<file path="src/rtl/ddr_rd_pkg.sv">
package ddr_rd_pkg;

  // Command code on {cs_n, ras_n, cas_n, we_n}
  typedef logic [3:0] cmd_t;
  localparam cmd_t CMD_NOP = 4'b0111;
  localparam cmd_t CMD_ACT = 4'b0011;
  localparam cmd_t CMD_RD  = 4'b0101;
  localparam cmd_t CMD_PRE = 4'b0010;

  typedef enum logic [1:0] {
    ST_IDLE     = 2'd0,
    ST_WAIT_RD  = 2'd1,
    ST_WAIT_PRE = 2'd2
  } seq_st_t;

  // Timer indices
  localparam int TM_RCD = 0;
  localparam int TM_RAS = 1;
  localparam int TM_RP  = 2;
  localparam int TM_RC  = 3;
  localparam int TM_NUM = 4;

  // Address bit that selects autoprecharge / all-bank precharge
  localparam int AP_BIT = 10;

  function automatic int imax(input int a, input int b);
    return (a > b) ? a : b;
  endfunction

endpackage

</file>
<file path="src/rtl/ddr_rd_tmr.sv">
module ddr_rd_tmr #(
  parameter int W    = 4,
  parameter int LOAD = 2
) (
  input  logic clk,
  input  logic rst,
  input  logic ld,
  output logic done
);
  logic [W-1:0] cnt;

  always_ff @(posedge clk) begin
    if (rst) begin
      cnt <= '0;
    end else if (ld) begin
      cnt <= W'(LOAD);
    end else if (cnt != '0) begin
      cnt <= cnt - 1'b1;
    end
  end

  assign done = (cnt == '0);
endmodule

</file>
<file path="src/rtl/ddr_rd_win.sv">
module ddr_rd_win #(
  parameter int CAS_LAT = 2,
  parameter int BEATS   = 2
) (
  input  logic clk,
  input  logic rst,
  input  logic rd_go,
  output logic valid
);
  localparam int DEPTH = CAS_LAT + BEATS;

  logic [DEPTH-1:0] pipe;

  always_ff @(posedge clk) begin
    if (rst) begin
      pipe <= '0;
    end else begin
      pipe <= {pipe[DEPTH-2:0], rd_go};
    end
  end

  assign valid = |pipe[CAS_LAT +: BEATS];
endmodule

</file>
<file path="src/rtl/ddr_rd_seq.sv">
module ddr_rd_seq
  import ddr_rd_pkg::*;
#(
  parameter int ROW_W     = 12,
  parameter int COL_W     = 8,
  parameter int BA_W      = 2,
  parameter int T_RCD_CYC = 3,
  parameter int T_RAS_CYC = 6,
  parameter int T_RP_CYC  = 3,
  parameter int T_RC_CYC  = 9,
  parameter int CAS_LAT   = 2,
  parameter int BURST_LEN = 4
) (
  input  logic             clk,
  input  logic             rst,
  input  logic             req,
  input  logic [BA_W-1:0]  req_bank,
  input  logic [ROW_W-1:0] req_row,
  input  logic [COL_W-1:0] req_col,
  input  logic             req_all_pre,
  output logic             ready,
  output logic             cke,
  output logic             cs_n,
  output logic             ras_n,
  output logic             cas_n,
  output logic             we_n,
  output logic [ROW_W-1:0] addr,
  output logic [BA_W-1:0]  ba,
  output logic             rd_valid
);
  localparam int BEATS   = BURST_LEN / 2;
  localparam int RCD_EFF = imax(T_RCD_CYC, 2);
  localparam int RAS_EFF = imax(T_RAS_CYC, RCD_EFF + BEATS);
  localparam int RP_EFF  = imax(T_RP_CYC, 2);
  localparam int RC_EFF  = imax(T_RC_CYC, RAS_EFF + RP_EFF);
  localparam int TW      = $clog2(RC_EFF + 1);

  function automatic int load_of(input int idx);
    case (idx)
      TM_RCD:  return RCD_EFF - 1;
      TM_RAS:  return RAS_EFF - 1;
      TM_RP:   return RP_EFF - 1;
      default: return RC_EFF - 1;
    endcase
  endfunction

  seq_st_t          st;
  cmd_t             cmd_q;
  logic             cke_q;
  logic [BA_W-1:0]  bank_q;
  logic [COL_W-1:0] col_q;
  logic             all_q;

  logic [TM_NUM-1:0] tm_ld;
  logic [TM_NUM-1:0] tm_done;

  logic accept, rd_go, pre_go;

  assign ready  = (st == ST_IDLE) && tm_done[TM_RC] && tm_done[TM_RP];
  assign accept = ready && req;
  assign rd_go  = (st == ST_WAIT_RD) && tm_done[TM_RCD];
  assign pre_go = (st == ST_WAIT_PRE) && tm_done[TM_RAS];

  // One down-counter per timing limit
  for (genvar g = 0; g < TM_NUM; g++) begin : g_tmr
    assign tm_ld[g] = (g == TM_RP) ? pre_go : accept;
    ddr_rd_tmr #(
      .W    (TW),
      .LOAD (load_of(g))
    ) u_tmr (
      .clk  (clk),
      .rst  (rst),
      .ld   (tm_ld[g]),
      .done (tm_done[g])
    );
  end

  // Sequencer and registered command bus
  always_ff @(posedge clk) begin
    if (rst) begin
      st     <= ST_IDLE;
      cmd_q  <= CMD_NOP;
      cke_q  <= 1'b1;
      addr   <= '0;
      ba     <= '0;
      bank_q <= '0;
      col_q  <= '0;
      all_q  <= 1'b0;
    end else begin
      cke_q <= 1'b1;
      cmd_q <= CMD_NOP;
      addr  <= '0;
      ba    <= '0;
      case (st)
        ST_IDLE: begin
          if (accept) begin
            cmd_q  <= CMD_ACT;
            addr   <= req_row;
            ba     <= req_bank;
            bank_q <= req_bank;
            col_q  <= req_col;
            all_q  <= req_all_pre;
            st     <= ST_WAIT_RD;
          end
        end
        ST_WAIT_RD: begin
          if (rd_go) begin
            cmd_q <= CMD_RD;
            addr  <= ROW_W'(col_q);
            ba    <= bank_q;
            st    <= ST_WAIT_PRE;
          end
        end
        ST_WAIT_PRE: begin
          if (pre_go) begin
            cmd_q        <= CMD_PRE;
            addr[AP_BIT] <= all_q;
            ba           <= bank_q;
            st           <= ST_IDLE;
          end
        end
        default: st <= ST_IDLE;
      endcase
    end
  end

  assign {cs_n, ras_n, cas_n, we_n} = cmd_q;
  assign cke = cke_q;

  ddr_rd_win #(
    .CAS_LAT (CAS_LAT),
    .BEATS   (BEATS)
  ) u_win (
    .clk   (clk),
    .rst   (rst),
    .rd_go (rd_go),
    .valid (rd_valid)
  );
endmodule

</file>
<file path="config.mk">
export PLATFORM = sky130hd
export DESIGN_NAME = ddr_rd_seq
export DESIGN_NICKNAME = d
export VERILOG_FILES = /design/src/rtl/ddr_rd_pkg.sv /design/src/rtl/ddr_rd_tmr.sv /design/src/rtl/ddr_rd_win.sv /design/src/rtl/ddr_rd_seq.sv
export SDC_FILE = /design/constraint.sdc
export NUM_CORES = 1
export LEC_CHECK = 0
export BUFFER_PORTS_ARGS = -buffer_cell sky130_fd_sc_hd__buf_2
export CAP_MARGIN = 25
export CORE_MARGIN = 5
export CORE_UTILIZATION = 47
export DETAILED_ROUTE_END_ITERATION = 8
export HOLD_SLACK_MARGIN = 0.1
export MAX_ROUTING_LAYER = met4
export PLACE_DENSITY = 0.67
export RECOVER_POWER = 100
export SETUP_SLACK_MARGIN = 0.4
export SYNTH_ARGS = -nofsm -noshare
export SYNTH_HDL_FRONTEND = slang
export SYNTH_SLANG_ARGS = --single-unit
</file>
<file path="constraint.sdc">
create_clock -name clk -period 2.3 [get_ports clk]
set_input_delay 0.345 -clock clk [delete_from_list [all_inputs] [get_ports clk]]
set_output_delay 0.345 -clock clk [all_outputs]
set_load 0.01 [all_outputs]
</file>
======== Word-level counts from Yosys, hierarchy flattened ========
Cells that the tools add are included.
Widths: inputs -> output; s select.
word-level totals
  register bits ........................... 51
  output and inout port bits .............. 21
  word-level logic and storage cells ...... 74
operators by class
  $add $sub $neg .......................... 4
  equality and inequality tests ........... 5
  multiplexer cells ....................... 26
  reductions and logical operators ........ 23
operators by type and width
  operator             count
  $mux 2               11
  $pmux 10 s2          1
  $logic_not 4->1      4
  $reduce_bool 4->1    4
  $sub 4x1->4 const B  4
  $mux 12              1
  $mux 3               4
  $pmux 2 s3           2
  $pmux 4 s3           1
  $mux 4               2
  $mux 8               1
  $reduce_bool 2->1    4
  $reduce_or 2->1      3
  $logic_and 1x1->1    5
  $ne 2x1->1 const B   2
  $pmux 1 s3           1
  $reduce_and 3->1     1
  $eq 2x1->1 const B   1
  $eq 2x2->1 const B   1
  $logic_not 2->1      1
  $ne 2x2->1 const B   1
  $pmux 1 s2           1
  $reduce_and 2->1     1
  $mux 1               1

======== Depth between registers and ports, before layout ========
  word-level depth ........................ 6
  depth in mapped cells ................... 7
  mapped depth without buffers ............ 5

======== Cells and area by module ========
A second synthesis with hierarchy kept.
second synthesis, totals
  cells, all modules ...................... 196
  area total of the unflattened synthesis .. 1,966.9 um2
by module, submodules not included
  module                            times used  cells each  area each (um2)  seq. area each (um2)
  ddr_rd_seq                        1           112         1,113.6          600.6
  ddr_rd_tmr at g_tmr[0].u_tmr ...  2           16          161.4            80.1
  ddr_rd_tmr at g_tmr[1].u_tmr      1           23          216.5            80.1
  ddr_rd_tmr at g_tmr[3].u_tmr      1           20          202.7            80.1
  ddr_rd_win                        1           9           111.4            80.1

======== Worst setup path before layout ========
OpenSTA, ideal clock, no wires.
  kind .................................... reg2out
  start ................................... register g_tmr[3].u_tmr.cnt[0]
  end ..................................... output ready
  data arrival time ....................... 1,592 ps
  data required time ...................... 1,955 ps
  setup slack ............................. 363 ps
  cell stages (with the launch flop) ...... 7
  buffers on the path ..................... 2
  cells stage by stage .................... dfxtp_1 inv_1 ha_1 or3b_1 buf_2 clkbuf_1 nor3_1
on the way
  longest elaborated chain between the ends .. 3
RTL lines
  item                            line              source
  start, declared                 ddr_rd_tmr.sv:10  logic [W-1:0] cnt;
  start signal, assigned          ddr_rd_tmr.sv:16  cnt <= W'(LOAD);
  start signal, assigned          ddr_rd_tmr.sv:18  cnt <= cnt - 1'b1;
  $logic_not 4->1                 ddr_rd_tmr.sv:22  assign done = (cnt == '0);
  $logic_and 1x1->1 (2 in a row)  ddr_rd_seq.sv:59  assign ready = (st == ST_IDLE) && tm_done[TM_RC] && tm_done[TM_RP];
  end, declared                   ddr_rd_seq.sv:21  output logic ready,
Every way passes these cells.

======== Final worst setup path ========
  start ................................... register g_tmr[3].u_tmr.cnt[0]
  end ..................................... register all_q
on the way
  longest elaborated chain between the ends .. 5
RTL lines
  item                            line               source
  $logic_not 4->1                 ddr_rd_tmr.sv:22
  $logic_and 1x1->1 (2 in a row)  ddr_rd_seq.sv:59
  $logic_and 1x1->1               ddr_rd_seq.sv:60   assign accept = ready && req;
  $reduce_and 2->1 (no line)      --
  end signal, assigned            ddr_rd_seq.sv:102  all_q <= req_all_pre;
  end, declared                   ddr_rd_seq.sv:52   logic all_q;
Every way passes these cells.
A chain may end at the register's enable or synchronous reset.

==> qor.csv <==
stage,metric,value,unit
status,status,"complete, no violations",
timing,Worst-Margin Slew,0.841,ns
setup_path,Critical Path AT,2.20,ns
clocking,total CTS buffers,5,
global_routing,initial antenna violation count,0,
worst_hold_path,Hold Crit Endpoint,addr[11]$_SDFF_PP0_,
global_routing,vias in the first global route,1474,
final_layout,Final nets,285,
final_layout,area grow syn2layout,20.0,%
yosys,Commonest cells post-synth,"dfxtp_1, a21oi_1, clkbuf_1, nand4_1, o41ai_1",
clocking,H-tree levels,2,
flow_run,max-cap violations,0,
clocking,CTS root buf,clkbuf_8,
yosys,register bit count reported by yosys,50,
die,core area,4090,µm²
setup_path,Worst Path Buf+Inv,3,
timing,Fmax,0.488,GHz
die,Top Ports,47,
routing,DRT iter0 DRCs,89,
yosys,most numerous cell in the Yosys netlist,dfxtp_1,
routing,WL per Instance,14.8,µm
setup_path,critical path's slowest cell,or3b_1,
routing,Post-DRT Antenna Nets,0,
timing,RSZ-0062 raised after global routing,true,
timing,Clock Skews,0.00253,ns
routing,wl on met1,2160,µm
timing,Final Cycle Share,89.0,%
timing,hold slack,0.240,ns
timing,Final Hold Viols,0,
setup_path,worst r2r path cells,7,
yosys,mean post-synth cell area,10.0,µm²
timing,Tmin final,2.05,ns
worst_hold_path,worst hold stages,2,
power,Leak Pwr,0.946,nW
global_routing,first-pass GRT wire length,6870,µm
worst_hold_path,Hold Crit Start,req_row[11],
global_routing,largest net degree at the start of global routing,20,
power,Max VDD drop,0.812,mV
clocking,total clock sinks,50,
setup_path,crit-path cells,"inv_2, ha_4, or3b_1, clkbuf_1, buf_4, o41ai_1, a21oi_1",
placement,GPL Wtd Cong,0.771,
setup_path,"reg-to-reg slack, setup",0.25,ns
final_layout,fin util,59.4,%
routing,drt drc,0,
clocking,clock latency on the worst-skew pair,0.30,ns
final_layout,Ant. Diodes,0,
yosys,Synth Cell Area,2020,µm²
power,pwr/cell area,1160,nW/µm²
yosys,asr flop ratio synth,0,%
setup_path,reg2reg start,g_tmr[3].u_tmr.cnt[0]$_SDFFE_PP0P_,
clocking,Bufs on Longest Clock Path,2,
final_layout,share of layout cells above drive strength 1,24.6,%
setup_path,CP required,2.45,ns
timing,"Setup violations, final",0,
routing,1st-pass router iterations,4,
yosys,Post-Syn Instances,202,
global_routing,GRT overflow,0,
setup_path,CP startpoint kind,flip-flop,
clocking,CTS tree,built,
timing,Slew headroom,44.0,%
routing,DR WL met3,216,µm
final_layout,Non-Filler Instances,306,
placement,number of buffers added on ports,44,
setup_path,critical path's top delay family,buffers and inverters,
die,FP Rows,23,
yosys,synth top area cells,"dfxtp_1, o41ai_1, a22o_1",
yosys,"Top FF cell, synth",dfxtp_1,
placement,# placed instances,287,
routing,top layer in use,met4,
setup_path,CP Capture Type,flip-flop,
routing,WL met2,2090,µm
yosys,syn_nets,231,
setup_path,Critical R2R Capture,all_q$_SDFFE_PP0P_,
yosys,Post-synth EDFFs,0,
die,Initial Util,49.5,%
global_routing,GRT Util Overall,16.4,%
yosys,"area leader, netlist",dfxtp_1,
yosys,top cell type's share of synthesized area,49.5,%
clocking,"Clk pin slew, worst setup/hold paths",0.08,ns
routing,total number of vias,1680,
worst_hold_path,worst hold path class,primary input to flip-flop,
yosys,YS warnings,0,
die,die area,5710,µm²
setup_path,CP max FO,7,
setup_path,"slowest stage delay, CP",0.42,ns
power,Pwr Total,0.00282,W
yosys,"Seq/Total Area, Yosys",49.5,%
setup_path,kind of critical path,flip-flop to flip-flop,
routing,Total Wirelength,4520,µm
routing,Vias/cell,5.49,
die,Vert. Die Dim,75.6,µm
yosys,Netlist cell types,49,
timing,Final Max Tran Viols,0,
die,chip width,75.6,µm
placement,HPWL Detailed,2980,µm
timing,Setup TNS,0,ns
[cells in the final DEF (no fill, tap or decap), types with 2 or more instances in the layout]
cell type / instances
mux2i_1: 2
o31ai_1: 2
nor4_4: 2
nand4_1: 11
a22o_1: 8
nor3b_1: 3
clkinv_2: 2
conb_1: 2
a211oi_1: 2
buf_4: 9
xnor2_1: 3
o21ai_0: 3
ha_1: 2
a22oi_1: 2
nor3_1: 7
o21ai_2: 2
dfxtp_1: 49
clkbuf_1: 28
nand2_1: 6
inv_1: 5
and2_0: 2
buf_6: 2
o41ai_1: 11
nor4_1: 3
nor2_1: 9
inv_2: 2
clkbuf_4: 2
or2_2: 2
a21oi_1: 13
or4_4: 2
nor2b_1: 5
buf_2: 24
a2111oi_0: 2
clkbuf_8: 5
and2_1: 3
[how the worst max path moves through the flow]
stage	start	depth (start not counted)	to
2_1_floorplan	g_tmr[3].u_tmr.cnt[0]$_SDFFE_PP0P_	6	ready
3_3_place_gp	g_tmr[3].u_tmr.cnt[0]$_SDFFE_PP0P_	5	g_tmr[3].u_tmr.cnt[1]$_SDFFE_PP0P_
3_5_place_dp	g_tmr[3].u_tmr.cnt[0]$_SDFFE_PP0P_	5	g_tmr[3].u_tmr.cnt[1]$_SDFFE_PP0P_
4_1_cts	g_tmr[3].u_tmr.cnt[0]$_SDFFE_PP0P_	5	ready
5_1_grt	st[1]$_SDFFE_PP0P_	6	addr[1]$_SDFF_PP0_
6_report	g_tmr[3].u_tmr.cnt[0]$_SDFFE_PP0P_	7	all_q$_SDFFE_PP0P_
[metal layers]
layer	vias to the layer above	track usage, %
met1	782	23.0
li1	855	-
met2	36	22.9
met3	7	4.35
met5	-	-
met4	0	5.44
[sequential cells by signal (all words and copies together) (netlist names), 2 cells and up]
signal and flops:
addr 12, ba 2, bank_q 2, cmd_q 3, col_q 8, g_tmr.u_tmr.cnt 16, st 2, u_win.pipe 4
[where the power goes]
| part | internal, W | switching (W) |
|---|---|---|
| sequential | 0.00104 | 0.000113 |
| clock | 0.000204 | 0.000266 |
| combinational | 0.000543 | 0.000655 |
[through the flow]
| stage | setup slack [ns] | instance area [µm²] |
|---|---|---|
| floorplan | 0.429 | 2030 |
| global placement | 0.263 | 2290 |
| detailed placement | 0.195 | 2290 |
| CTS | 0.381 | 2450 |
| global route | 0.154 | 2430 |
| finish | 0.252 | 2430 |
[layout make-up]
cell class | instances | area, µm²
clock buffer | 5 | 68.8
clock inverter | 2 | 10.0
fill | 379 | 1660
inverter | 7 | 26.3
multi-input combinational | 127 | 926
sequential | 50 | 1000
tap | 50 | 62.6
timing repair buffer | 65 | 330
[timing repair]
action                     CTS  global route
resized for setup           10            10
hold buffers                 0             0
setup endpoints to repair   33            30
pin swaps                    0             2
gates cloned                 0             1
setup buffers                8             3
[cells by family (layout without fill, tap and decap cells)]
family                     Yosys count  count (layout)  share of synthesized area (%)
other                                2               2                          0.371
buffers and inverters               25              79                           5.69
adders and majority gates            3               3                           1.86
and+or+nand+nor                     64              64                           20.4
DFF                                 50              50                           49.5
muxes                                3               3                           1.55
xor gates and xnor gates             4               4                           1.73
AOI/OAI and AO/OA                   51              51                           18.9
[worst register-to-register path, stage by stage (launching register included)]
cell      delay, ns
dfxtp_1        0.32
inv_2          0.08
ha_4           0.14
or3b_1         0.43
clkbuf_1       0.25
buf_4          0.21
o41ai_1        0.38
a21oi_1        0.10
(Power assumes the default switching activity.)
